===== config.mk =====
export PLATFORM = sky130hd
export DESIGN_NAME = term_addr_check
export DESIGN_NICKNAME = d
export VERILOG_FILES = /design/src/rtl/term_addr_check.sv
export SDC_FILE = /design/constraint.sdc
export NUM_CORES = 1
export LEC_CHECK = 0
export BUFFER_PORTS_ARGS = -buffer_cell sky130_fd_sc_hd__buf_2
export CORE_MARGIN = 5
export CORE_UTILIZATION = 48
export DETAILED_ROUTE_END_ITERATION = 8
export HOLD_SLACK_MARGIN = 0.15
export MAX_ROUTING_LAYER = met4
export PLACE_DENSITY_LB_ADDON = 0.08
export SLEW_MARGIN = 20
export SYNTH_ARGS = -nofsm -noshare
export SYNTH_HDL_FRONTEND = slang
export SYNTH_SLANG_ARGS = --single-unit

===== constraint.sdc =====
create_clock -name clk -period 2.05 [get_ports clk]
set_clock_uncertainty 0.15 [all_clocks]
set_input_delay 0.1025 -clock clk [delete_from_list [all_inputs] [get_ports clk]]
set_output_delay 0.1025 -clock clk [all_outputs]
set_load 0.02 [all_outputs]

===== src/rtl/term_addr_check.sv =====
module term_addr_check #(
  parameter int AW   = 5,
  parameter int SA_W = 5,
  parameter int WC_W = 5
) (
  input  logic                        clk,
  input  logic                        rst_n,
  input  logic [AW-1:0]               addr_pins,
  input  logic                        addr_par,
  input  logic                        addr_hold,
  input  logic [AW+1+SA_W+WC_W-1:0]   cmd_word,
  input  logic                        cmd_valid,
  output logic                        addr_err_n,
  output logic                        resp_acc,
  output logic                        resp_stat,
  output logic                        resp_bcast,
  output logic                        resp_tr,
  output logic [SA_W-1:0]             resp_sub,
  output logic [WC_W-1:0]             resp_cnt
);
  localparam int CW = AW + 1 + SA_W + WC_W;
  localparam logic [AW-1:0] BCAST = '1;

  logic          frozen;
  logic [AW-1:0] held_addr;
  logic          held_par;
  logic [AW-1:0] eff_addr;
  logic          eff_par;
  logic [AW-1:0] tgt;
  logic          par_ok, is_bc, is_own, acc_d;

  always_ff @(posedge clk or negedge rst_n)
    if (!rst_n) begin
      frozen    <= 1'b0;
      held_addr <= '0;
      held_par  <= 1'b0;
    end else begin
      frozen <= addr_hold;
      if (!frozen) begin
        held_addr <= addr_pins;
        held_par  <= addr_par;
      end
    end

  assign eff_addr   = (addr_hold && frozen) ? held_addr : addr_pins;
  assign eff_par    = (addr_hold && frozen) ? held_par  : addr_par;
  assign par_ok     = ^{eff_addr, eff_par};
  assign addr_err_n = par_ok;

  assign tgt    = cmd_word[CW-1 -: AW];
  assign is_bc  = (tgt == BCAST);
  assign is_own = (tgt == eff_addr) && !is_bc;
  assign acc_d  = is_bc || (is_own && par_ok);

  always_ff @(posedge clk or negedge rst_n)
    if (!rst_n) begin
      resp_acc   <= 1'b0;
      resp_stat  <= 1'b0;
      resp_bcast <= 1'b0;
      resp_tr    <= 1'b0;
      resp_sub   <= '0;
      resp_cnt   <= '0;
    end else begin
      resp_acc   <= cmd_valid && acc_d;
      resp_stat  <= cmd_valid && is_own && par_ok;
      resp_bcast <= cmd_valid && is_bc;
      if (cmd_valid) begin
        resp_tr  <= cmd_word[SA_W+WC_W];
        resp_sub <= cmd_word[SA_W+WC_W-1 -: SA_W];
        resp_cnt <= cmd_word[WC_W-1:0];
      end
    end

  AST_STAT_IMPLIES_ACC: assert property (@(posedge clk) disable iff (!rst_n) resp_stat |-> resp_acc);
  AST_BCAST_NO_STAT: assert property (@(posedge clk) disable iff (!rst_n) resp_bcast |-> (resp_acc && !resp_stat));
  AST_PARERR_BLOCKS: assert property (@(posedge clk) disable iff (!rst_n)
    (cmd_valid && !addr_err_n && tgt != BCAST) |=> (!resp_acc && !resp_stat));
  AST_OWN_ANSWERED: assert property (@(posedge clk) disable iff (!rst_n)
    (cmd_valid && addr_err_n && tgt == eff_addr && tgt != BCAST) |=> (resp_acc && resp_stat));
  AST_PULSE_ONLY: assert property (@(posedge clk) disable iff (!rst_n)
    !cmd_valid |=> (!resp_acc && !resp_bcast && !resp_stat));
  AST_FIELDS_HELD: assert property (@(posedge clk) disable iff (!rst_n)
    !cmd_valid |=> ($stable(resp_sub) && $stable(resp_cnt) && $stable(resp_tr)));
endmodule


* After elaboration in Yosys (flattened, before gate mapping) *
Index checks and enable logic that the tools add are counted.

storage, ports and cells
  register bits after elaboration = 21
  word-level logic and storage cells = 23
  input bits = 26
  output and inout bits = 15

cells by class
  equality and inequality tests = 2
  reductions and logical operators = 10
  mux-type cells = 2

operators with widths
  operator              count
  $logic_and A1 B1 Y1   7
  $reduce_xor A6 Y1     1
  $eq A5 B5 Y1          1
  $eq A5 B5 Y1 const B  1
  $mux W5               1
  $logic_not A1 Y1      1
  $logic_or A1 B1 Y1    1
  $mux W1               1

* Depth between registers and ports, before layout *
  word-level depth = 7
  gate-level depth with buffers = 6
  depth with buffers taken out = 5

* Worst setup path after synthesis *
OpenSTA, ideal clock, no wires.

  path kind = register -> register
  start = reg frozen
  end = reg resp_stat
  arrival time = 1.514 ns
  path slack = 0.305 ns
  library setup time = 0.080 ns
  clock period less this slack = 1.745 ns
  path buffers = 1
  data required time = 1.820 ns
  stages on the path, launching flop included = 7
  cells stage by stage = dfrtp_1 > nand2_2 > buf_6 > mux2i_1 > o2111ai_1 > or4_4 > nor3_2

on the way
  longest elaborated chain between the ends = 6
  elaborated cells between the ends (all ways) = 8
  classes of those cells = 1 x eq/ne; 2 x mux; 5 x reduce/logical

ends and longest elaborated chain
  what                      RTL line  text
  start: declaration        24        logic frozen;
  start signal: assignment  38        frozen <= addr_hold;
  $logic_and A1 B1 Y1 *     45, 46
  $mux W5                   45        assign eff_addr = (addr_hold && frozen) ? held_addr : addr_pins;
  $eq A5 B5 Y1              52        assign is_own = (tgt == eff_addr) && !is_bc;
  $logic_and A1 B1 Y1       52
  $logic_and A1 B1 Y1       65        resp_stat <= cmd_valid && is_own && par_ok;
  $logic_and A1 B1 Y1 *     65
  end signal: assignment    65
  end: declaration          15        output logic resp_stat,

Every way passes the cells marked *; elsewhere a longest branch is shown, timed or not.
A chain may end at the register's enable or synchronous reset.

* Worst setup path after layout *
  start = in addr_hold
  end = reg resp_stat

on the way
  longest elaborated chain between the ends = 6
  elaborated cells between the ends (all ways) = 8
  classes of those cells = 1 x eq/ne; 2 x mux; 5 x reduce/logical

ends and longest elaborated chain
  what                   RTL line  text
  start: declaration     10        input logic addr_hold,
  $logic_and A1 B1 Y1 *  45, 46
  $mux W5                45
  $eq A5 B5 Y1           52
  $logic_and A1 B1 Y1    52
  $logic_and A1 B1 Y1    65
  $logic_and A1 B1 Y1 *  65

Marked as above.

==> results.yml <==
routing:
  wl_um: 2940
  vias_per_cell: 5.10
  drt.antenna.violating_nets: 0
  vias: 1010
  drc: 0
  first_pass_iters: 4
  drt_iter0_drc: 16
  wl_per_cell_um: 14.8
setup_path:
  cp.required_ns: 2.13
  start_kind: "input pin"
  cp.arrival_ns: 2.12
  cp-end-kind: "flip-flop"
  critical_path_class: "in2reg"
  critical_path.max_fanout: 6
floorplan:
  fp.dieH_um: 57.7
  die_area_um2: 3320
  core_um2: 2190
  die_x_um: 57.7
  start_util_pct: 49.7
  row_count: 17
  num_io_pins: 41
timing:
  setup_viol: 0
  fmax_ghz: 0.490
  relSlewSlack_pct: 37.9
  finalHoldViolations: 0
  finalMaxSlewViolations: 0
  min_period_over_period_pct: 99.5
  tns_ns: 0
  finalCriticalPeriod_ns: 2.04
  hold_ws_ns: 0.196
  worst_pin_slew_ns: 0.929
cells_and_area:
  syn_to_final_growth_pct: 64.2
  n_antenna_cell: 0
  regArea_um2: 526
  finalNonFillerCells: 198
  final_nets: 197
  design_area_um2: 1790
  multi_input_area_um2: 571
  layout_common_cells: "dlygate4sd3_1 (38), buf_2 (38), dfrtp_1 (21)"
  layout-drive-gt1-share_pct: 42.9
  fill_cells: 133
cts:
  root_buffer: "clkbuf_4"
  path_clk_slew_ns: 0.11
  insertion_delay_ns: 0.30
  cts_tree: "yes"
  cts_sinks: 21
  cts_made_buffers: 3
  htreeDepth: 1
  cts.path.max_buffers: 2
synth:
  synth_area_leaders: "dfrtp_1 (48%), mux2_2 (17%), xnor2_1 (4.8%), xnor3_1 (4.1%), mux2i_4 (2.1%)"
  synthMuxAreaShare_pct: 19.5
  avgSynthCellArea_um2: 12.5
  synth_nets: 113
  synth_top_area_cell: "dfrtp_1"
  synthFlopType: "dfrtp_1"
  synthCells: 87
  yosys.area_share.xor_xnor_pct: 9.76
  ys_seq_area_share_pct: 48.2
  yosys_register_bits: 21
  synthSimpleGateAreaFrac_pct: 11.4
  synth_fa_ha_area_share_pct: 0
  async_flop_share_pct: 100
  syn-cell-area_um2: 1090
  synth-edff-count: 0
  ys_types: 32
  synth_top_cell_area_share_pct: 48.2
  synth_top_family_by_area: "multiplexers"
  synth_compound_area_share_pct: 8.04
  yosysWarnings: 0
place:
  placed_area_um2: 1310
  hpwl_um: 1820
  port-buffer-count: 40
  place_inst: 153
  place_congestion: 0.812
global_route:
  grt_pass1_wl_um: 4550
  track_usage_pct: 18.3
  grt_max_degree: 22
  grt_overflow: 0
  antenna_found_initial: 0
  grt_pass1_vias: 1018
status:
  outcome: "finished clean"
power:
  peakVddDrop_v: 0.000547
  p_leak_nw: 0.847
  powerDensity_nw_per_um2: 594
run:
  max_cap_violations: 0
worst_hold_path:
  hold_path.class: "in2reg"
[cells in the mapped netlist (2+ instances only)]
cell       number
a21oi_1         2
and2_1          2
buf_1           2
dfrtp_1        21
inv_1           4
mux2_2         16
nand2_1         4
nand3_1         2
nor2_1          3
nor2b_1         2
o2bb2ai_1       2
xnor2_1         6
xnor3_1         2
[worst max-delay path: stages]
cell,delay (ns)
dlygate4sd3_1,0.53
clkbuf_4,0.17
a222oi_1,0.51
nor2_1,0.10
or4_4,0.56
nor3_2,0.15
[final cells by class]
cell class                      count  area share [%]
Clock buffer                        3            1.26
Clock inverter                      1           0.280
Inverter                            4           0.839
Multi-Input combinational cell     59            31.9
Sequential cell                    21            29.4
Tap cell                           28            1.96
Timing Repair Buffer               82            34.4
[metal layers]
| metal | part of all wire [%] | track usage, % | vias up |
|---|---|---|---|
| met5 | 0 | - | - |
| met4 | 2.9 | 9.27 | 0 |
| met3 | 5.6 | 2.23 | 8 |
| met2 | 54 | 32.6 | 32 |
| met1 | 38 | 20.0 | 493 |
| li1 | - | - | 477 |
[final timing paths]
kind | from | end | slack, ns | cells after the start
min reg2reg | held_par | held_par | 0.40 | 1
max in group asynchronous | rst_n | held_addr[0] | 0.33 | 3
max reg2reg | frozen | resp_stat | 0.09 | 4
max | addr_hold | resp_stat | 0.01 | 6
min | addr_pins[3] | resp_stat | 0.20 | 5
min in group asynchronous | rst_n | resp_stat | 0.85 | 3
[flip-flops by register name, indices dropped and copies added (netlist names)]
register,count
held_addr,5
resp_cnt,5
frozen,1
resp_stat,1
resp_acc,1
held_par,1
resp_bcast,1
resp_sub,5
resp_tr,1
[logic make-up (layout without fill, tap and decap cells)]
kind of cell,count (synthesis),after routing
DFF,21,21
and+or+nand+nor,21,21
muxes,18,18
AOI/OAI and AO/OA,11,11
xor gates and xnor gates,9,9
buffers and inverters,7,90
[per-stage QoR]
stage / utilization, % / setup slack (ns) / total power [mW]
floorplan: - / 0.305 / 0.663
global placement: 60.0 / 0.212 / 0.749
detailed placement: 60.0 / 0.152 / 0.761
CTS: 79.6 / 0.0289 / 1.05
global route: 81.7 / -0.0232 / 1.12
finish: 81.7 / 0.0105 / 1.06
[repair_timing]
action / CTS / global route
setup buffers: 2 / 1
pin swaps: 1 / 1
endpoints found under the setup margin: 1 / 3
hold endpoints to repair: 42 / 0
hold buffers: 38 / 0
gates resized for setup: 1 / 6
gates cloned: 0 / 0
[power breakdown]
part	switching, mW	internal, mW	leakage, nW	total [mW]
registers	0.0228	0.449	0.252	0.472
clock network	0.120	0.0726	0.0177	0.192
logic	0.177	0.221	0.577	0.398
total	0.320	0.743	0.847	1.06
No activity file was read; power rests on OpenSTA's default activity.
